$ cat src/rtl/traffic_table_fsm.sv
module traffic_table_fsm #(
  parameter int LAMP_W = 6
) (
  input  logic              clk,
  input  logic              rst,
  input  logic              car_ew,
  output logic [LAMP_W-1:0] lamps
);

  localparam int ST_W   = 3;
  localparam int ADDR_W = ST_W + 1;
  localparam int WORDS  = 1 << ADDR_W;
  localparam int WORD_W = ST_W + LAMP_W;

  localparam logic [ST_W-1:0] S_NG1 = 3'd0;
  localparam logic [ST_W-1:0] S_NG2 = 3'd1;
  localparam logic [ST_W-1:0] S_NG3 = 3'd2;
  localparam logic [ST_W-1:0] S_NY  = 3'd3;
  localparam logic [ST_W-1:0] S_NR  = 3'd4;
  localparam logic [ST_W-1:0] S_EG  = 3'd5;
  localparam logic [ST_W-1:0] S_EY  = 3'd6;
  localparam logic [ST_W-1:0] S_ER  = 3'd7;

  localparam logic [2:0] L_G = 3'b100;
  localparam logic [2:0] L_Y = 3'b010;
  localparam logic [2:0] L_R = 3'b001;

  function automatic logic [WORD_W-1:0] entry(input logic [ADDR_W-1:0] a);
    logic [ST_W-1:0] s;
    logic            c;
    s = a[ADDR_W-1:1];
    c = a[0];
    case (s)
      S_NG1:   entry = {S_NG2,                 L_G, L_R};
      S_NG2:   entry = {S_NG3,                 L_G, L_R};
      S_NG3:   entry = {c ? S_NY : S_NG3,      L_G, L_R};
      S_NY:    entry = {S_NR,                  L_Y, L_R};
      S_NR:    entry = {S_EG,                  L_R, L_R};
      S_EG:    entry = {c ? S_EG : S_EY,       L_R, L_G};
      S_EY:    entry = {S_ER,                  L_R, L_Y};
      default: entry = {S_NG1,                 L_R, L_R};
    endcase
  endfunction

  logic [WORD_W-1:0] table_mem [WORDS];
  logic [ST_W-1:0]   st;
  logic [WORD_W-1:0] word;

  always_comb
    for (int i = 0; i < WORDS; i++) table_mem[i] = entry(ADDR_W'(i));

  assign word = table_mem[{st, car_ew}];

  always_ff @(posedge clk) begin
    if (rst) begin
      st    <= S_NG1;
      lamps <= {L_G, L_R};
    end else begin
      st    <= word[WORD_W-1:LAMP_W];
      lamps <= word[LAMP_W-1:0];
    end
  end

  assert_reset_state_R2: assert property (@(posedge clk)
    rst |=> (st == S_NG1 && lamps == {L_G, L_R}));

  assert_onehot_lamps_R1: assert property (@(posedge clk) disable iff (rst)
    $onehot(lamps[5:3]) && $onehot(lamps[2:0]) && (lamps[5:3] == L_R || lamps[2:0] == L_R));

  assert_min_green_a_R3: assert property (@(posedge clk) disable iff (rst)
    (st == S_NG1) |=> (st == S_NG2));

  assert_min_green_b_R3: assert property (@(posedge clk) disable iff (rst)
    (st == S_NG2) |=> (st == S_NG3));

  assert_ns_wait_R4: assert property (@(posedge clk) disable iff (rst)
    (st == S_NG3 && !car_ew) |=> (st == S_NG3));

  assert_ew_hold_R5: assert property (@(posedge clk) disable iff (rst)
    (st == S_EG && car_ew) |=> (st == S_EG));

  assert_yellow_clear_R6: assert property (@(posedge clk) disable iff (rst)
    (lamps == {L_Y, L_R} || lamps == {L_R, L_Y}) |=> (lamps == {L_R, L_R}));

  assert_red_then_green_R6: assert property (@(posedge clk) disable iff (rst)
    (lamps == {L_R, L_R}) |=> (lamps == {L_G, L_R} || lamps == {L_R, L_G}));

  assert_lamp_lag_R7: assert property (@(posedge clk) disable iff (rst)
    (st == S_EG && $past(st) == S_NR) |-> (lamps == {L_R, L_R}));

endmodule

$ cat config.mk
export PLATFORM = sky130hd
export DESIGN_NAME = traffic_table_fsm
export DESIGN_NICKNAME = d
export VERILOG_FILES = /design/src/rtl/traffic_table_fsm.sv
export SDC_FILE = /design/constraint.sdc
export NUM_CORES = 1
export LEC_CHECK = 0
export ABC_AREA = 1
export BUFFER_PORTS_ARGS = -buffer_cell sky130_fd_sc_hd__buf_2
export CAP_MARGIN = 20
export CELL_PAD_IN_SITES_DETAIL_PLACEMENT = 1
export CELL_PAD_IN_SITES_GLOBAL_PLACEMENT = 1
export CORE_AREA = 4 4 41 43
export DETAILED_ROUTE_END_ITERATION = 8
export DIE_AREA = 0 0 45 47
export MAX_ROUTING_LAYER = met4
export PLACE_DENSITY = 0.63
export SETUP_SLACK_MARGIN = 0.4
export SYNTH_ARGS = -nofsm -noshare
export SYNTH_HDL_FRONTEND = slang
export SYNTH_SLANG_ARGS = --single-unit
$ cat constraint.sdc
create_clock -name clk -period 1.2 [get_ports clk]
set_input_delay 0.18 -clock clk [delete_from_list [all_inputs] [get_ports clk]]
set_output_delay 0.18 -clock clk [all_outputs]
set_load 0.01 [all_outputs]
Word-level counts from Yosys, hierarchy flattened
Memory sizes are Yosys's and may differ from the RTL's. A register that Yosys moved wholly into a read port is not among the register bits.
Cells that the tools add are included.
{"block": "word_totals", "ff_bits": 0, "latch_bits": 0, "ramBits": 0, "mem_bits_ro": 144, "output_inout_bits": 6, "wordCells": 2, "memories": 1}
{"name": "(name not given)", "words": 16, "word_bits": 9, "read_ports": 1, "rd_clocked_by_memory_dff": 1, "write_ports": 0, "line_no": "52", "source": "assign word = table_mem[{st, car_ew}];"}
{"block": "op_classes", "n_addsub": 0, "multipliers": 0, "n_div": 0, "n_lt_le_gt_ge": 0, "n_eq_ne": 0, "shifts": 0, "muxes": 0, "n_bitwise": 1, "reduce_logical": 0}
{"op": "4-bit inverter with 5-bit output", "count": 1}

Depth between registers and ports, before layout
{"block": "logic_depth", "depth_word": 1, "ltp_mapped": 5, "ltp_nobuf": 5}

Worst setup path after synthesis
No wires, ideal clock.
{"block": "synth_timing", "kind": "flip-flop to flip-flop", "startpoint": "reg st[1]", "endpoint": "reg st[1]", "setup_time_ns": 0.121, "arrival_ns": 0.795, "t_required_ns": 1.079, "setup_slack_ns": 0.284, "stages_incl_launch_ff": 4, "n_path_buf": 0, "cell_sequence": "dfxtp_1 ha_1 nand3_1 nand3_1"}
{"block": "synth_between", "elab_chain_len": 1}
{"item": "from (decl)", "line_no": "46", "source": "logic [ST_W-1:0] st;"}
{"item": "4-bit inverter with 5-bit output (not written as such)", "line_no": "52"}
Every way passes these cells.

Worst setup path in the final report
{"block": "layout_timing", "startpoint": "reg lamps[4]", "endpoint": "out lamps[4]"}
{"item": "from (decl)", "line_no": "7", "source": "output logic [LAMP_W-1:0] lamps"}
No word-level cell between the ends.

==> results.toml <==
[run_status]
status = "complete, no violations"

[timing]
rsz0062_at_grt = "true"
worst_slew_pin_slew_ps = 189
fmaxAchievable_mhz = 1140
drv_slew = 0
finClkSkew_ps = 12.5
period_minus_slack_ps = 880
tns_ps = 0
setup-violations-final = 0
finalCritPeriodShare_pct = 73.3
hold_viol_final = 0
relSlewSlack_pct = 87.4

[hold_path]
min_path_cells = 2
hold_class = "in -> reg"

[floorplan]
start_util_pct = 25.3
dieArea_um2 = 2120
die_width_um = 45
core_area_um2 = 1300
die_h_um = 47
ioPinCount = 9
row_count = 13

[yosys]
synthTopCellsByArea = "dfxtp_1, inv_1, ha_1"
ys_ff_latch = 9
synth_largest_area_cell = "dfxtp_1"
avgSynthCellArea_um2 = 8.89
synthesis.nets = 42
syn-cell-area_um2 = 329
ys_seq_area_share_pct = 54.8
ys_types = 13
synthCells = 37
synth.top_cell.area_share_pct = 54.8
synth_warnings = 0

[routing]
antenna_left = 0
drt-initial-drc-count = 1
drc_errors = 0
vias_per_cell = 4.19
vias = 268
wire_per_inst_um = 11.0
drt-total-wl_um = 702
dr.pass1.iters = 4

[critical_path]
critPathLaunchType = "register"
critical_path_cell_count = 1
required_ps = 1020
crit_arrival_ps = 700
worstSetupEndpointType = "primary output"
max_stage_delay_ps = 330
critical_path_class = "reg -> out"
crit_family = "flip-flops"
r2r_cells = 3
path_cells = "buf_6"
cpMaxStageDelayCell = "dfxtp_2"
cp_num_buf_inv = 1
crit_fanout = 1

[power_and_ir_drop]
p_sw_share_pct = 29.2
sequentialPowerShare_pct = 51.3
internal-power_mw = 0.518
p_clk_share_pct = 32.3
ir_drop_mv = 0.516
power_frac_comb_pct = 16.4
power_switching_mw = 0.214
p_per_area_nw_per_um2 = 1530
p_leak_nw = 0.221

[clocking]
cts_root_buf = "clkbuf_4"
cts_buffers = 3
htreeDepth = 1
clock_sinks = 9
cts_buffer_depth = 2
clock_latency_ps = 260
cts.clk_slew.worst_paths_ps = 70
cts_tree = "done"

[global_route]
overflow = 0
grt_first_pass_wirelength_um = 986
grt_antenna_before_repair = 0
grt_pass1_vias = 247
grt_max_degree = 8
track_usage_pct = 7.13

[placed_design]
portBuffers = 8
routabilityCongestion = 0.723
dp_hpwl_um = 472

[layout]
syn_to_final_growth_pct = 45.2
final_core_util_pct = 36.7
nNetsFinal = 55
drive_gt1_share_pct = 49.0
n_antenna_cell = 0
fill_cells = 165

[flow_run]
cap_violations = 0
[final cells by class]
type                            instances  area (µm²)  area share [%]
Multi-Input combinational cell         20         156            32.7
Inverter                                8        32.5            6.81
Tap cell                               15        18.8            3.93
Timing Repair Buffer                    8        52.6            11.0
Clock buffer                            4        26.3            5.50
Sequential cell                         9         191            40.1
[per-layer routing]
| metal | global-route usage [%] | vias to the layer above | part of all wire (%) |
|---|---|---|---|
| met1 | 7.82 | 119 | 42 |
| met2 | 9.89 | 7 | 51 |
| li1 | - | 140 | - |
| met3 | 3.45 | 2 | 6.6 |
| met4 | 5.26 | 0 | 1.0 |
| met5 | - | - | 0 |
[synthesized netlist by cell type (all sizes together)]
master	n
dfxtp	9
inv	8
nand2	5
nand3	5
nor2	4
ha	2
nand4	1
nor3	1
o21ai	1
o22ai	1
[stage by stage]
stage | area, µm² | std cells | setup slack, ps | hold WS, ps | power (mW)
2_1_floorplan | 352 | 37 | 403 | 255 | 0.445
3_3_place_gp | 410 | 60 | 369 | 395 | 0.481
3_5_place_dp | 410 | 60 | 361 | 395 | 0.482
4_1_cts | 438 | 64 | 331 | 127 | 0.716
5_1_grt | 478 | 64 | 291 | 123 | 0.779
6_report | 478 | 64 | 320 | 133 | 0.732
[cell families (layout without fill, tap and decap cells)]
kind of cell | count (synthesis) | after routing | share of synthesized area (%)
flip-flops | 9 | 9 | 54.8
buffers and inverters | 8 | 20 | 9.13
AND/OR/NAND/NOR | 16 | 16 | 25.1
AO/OA/AOI/OAI | 2 | 2 | 3.42
adder cells (fa/ha/maj) | 2 | 2 | 7.60
[final timing paths]
path	from	slack, ps	end
worst min-delay path	rst	130	lamps[3]
worst max register to register	st[1]	350	st[1]
worst max-delay path	lamps[4]	320	lamps[4]
worst min register to register	st[1]	510	lamps[2]
[registers in the layout, summed over array words and instances (netlist names)]
name and cells:
st 3, lamps 6
[layout by cell type (no fill, tap or decap)]
cell      synthesis  layout
nor2_4            1       1
clkbuf_1          0       1
nor3_1            1       1
dfxtp_4           0       2
o22ai_1           1       1
ha_4              0       2
nand4_1           1       1
dfxtp_2           0       3
nand2_2           0       1
o21ai_0           1       1
dfxtp_1           9       4
inv_4             0       1
inv_1             7       7
clkbuf_4          0       3
nand3_2           1       3
buf_2             0       6
nand2_1           5       4
nor2_1            3       3
nand3_1           4       2
buf_6             0       2
[power by group through the flow]
| stage | Combinational, mW | Clock [mW] | Sequential, mW |
|---|---|---|---|
| final | 0.120 | 0.237 | 0.376 |
| after global placement | 0.108 | 0 | 0.373 |
| after detailed placement | 0.109 | 0 | 0.372 |
| after floorplan | 0.0743 | 0 | 0.371 |
| after CTS | 0.109 | 0.239 | 0.367 |
| after global routing | 0.139 | 0.259 | 0.381 |
[timing repair]
item,in CTS,in global routing
gates cloned,0,0
setup endpoints to repair,8,9
hold buffers,0,0
setup buffers,0,0
gates resized for setup,1,10
pin swaps,1,3
Note: power is estimated with default switching activity, not from simulation.
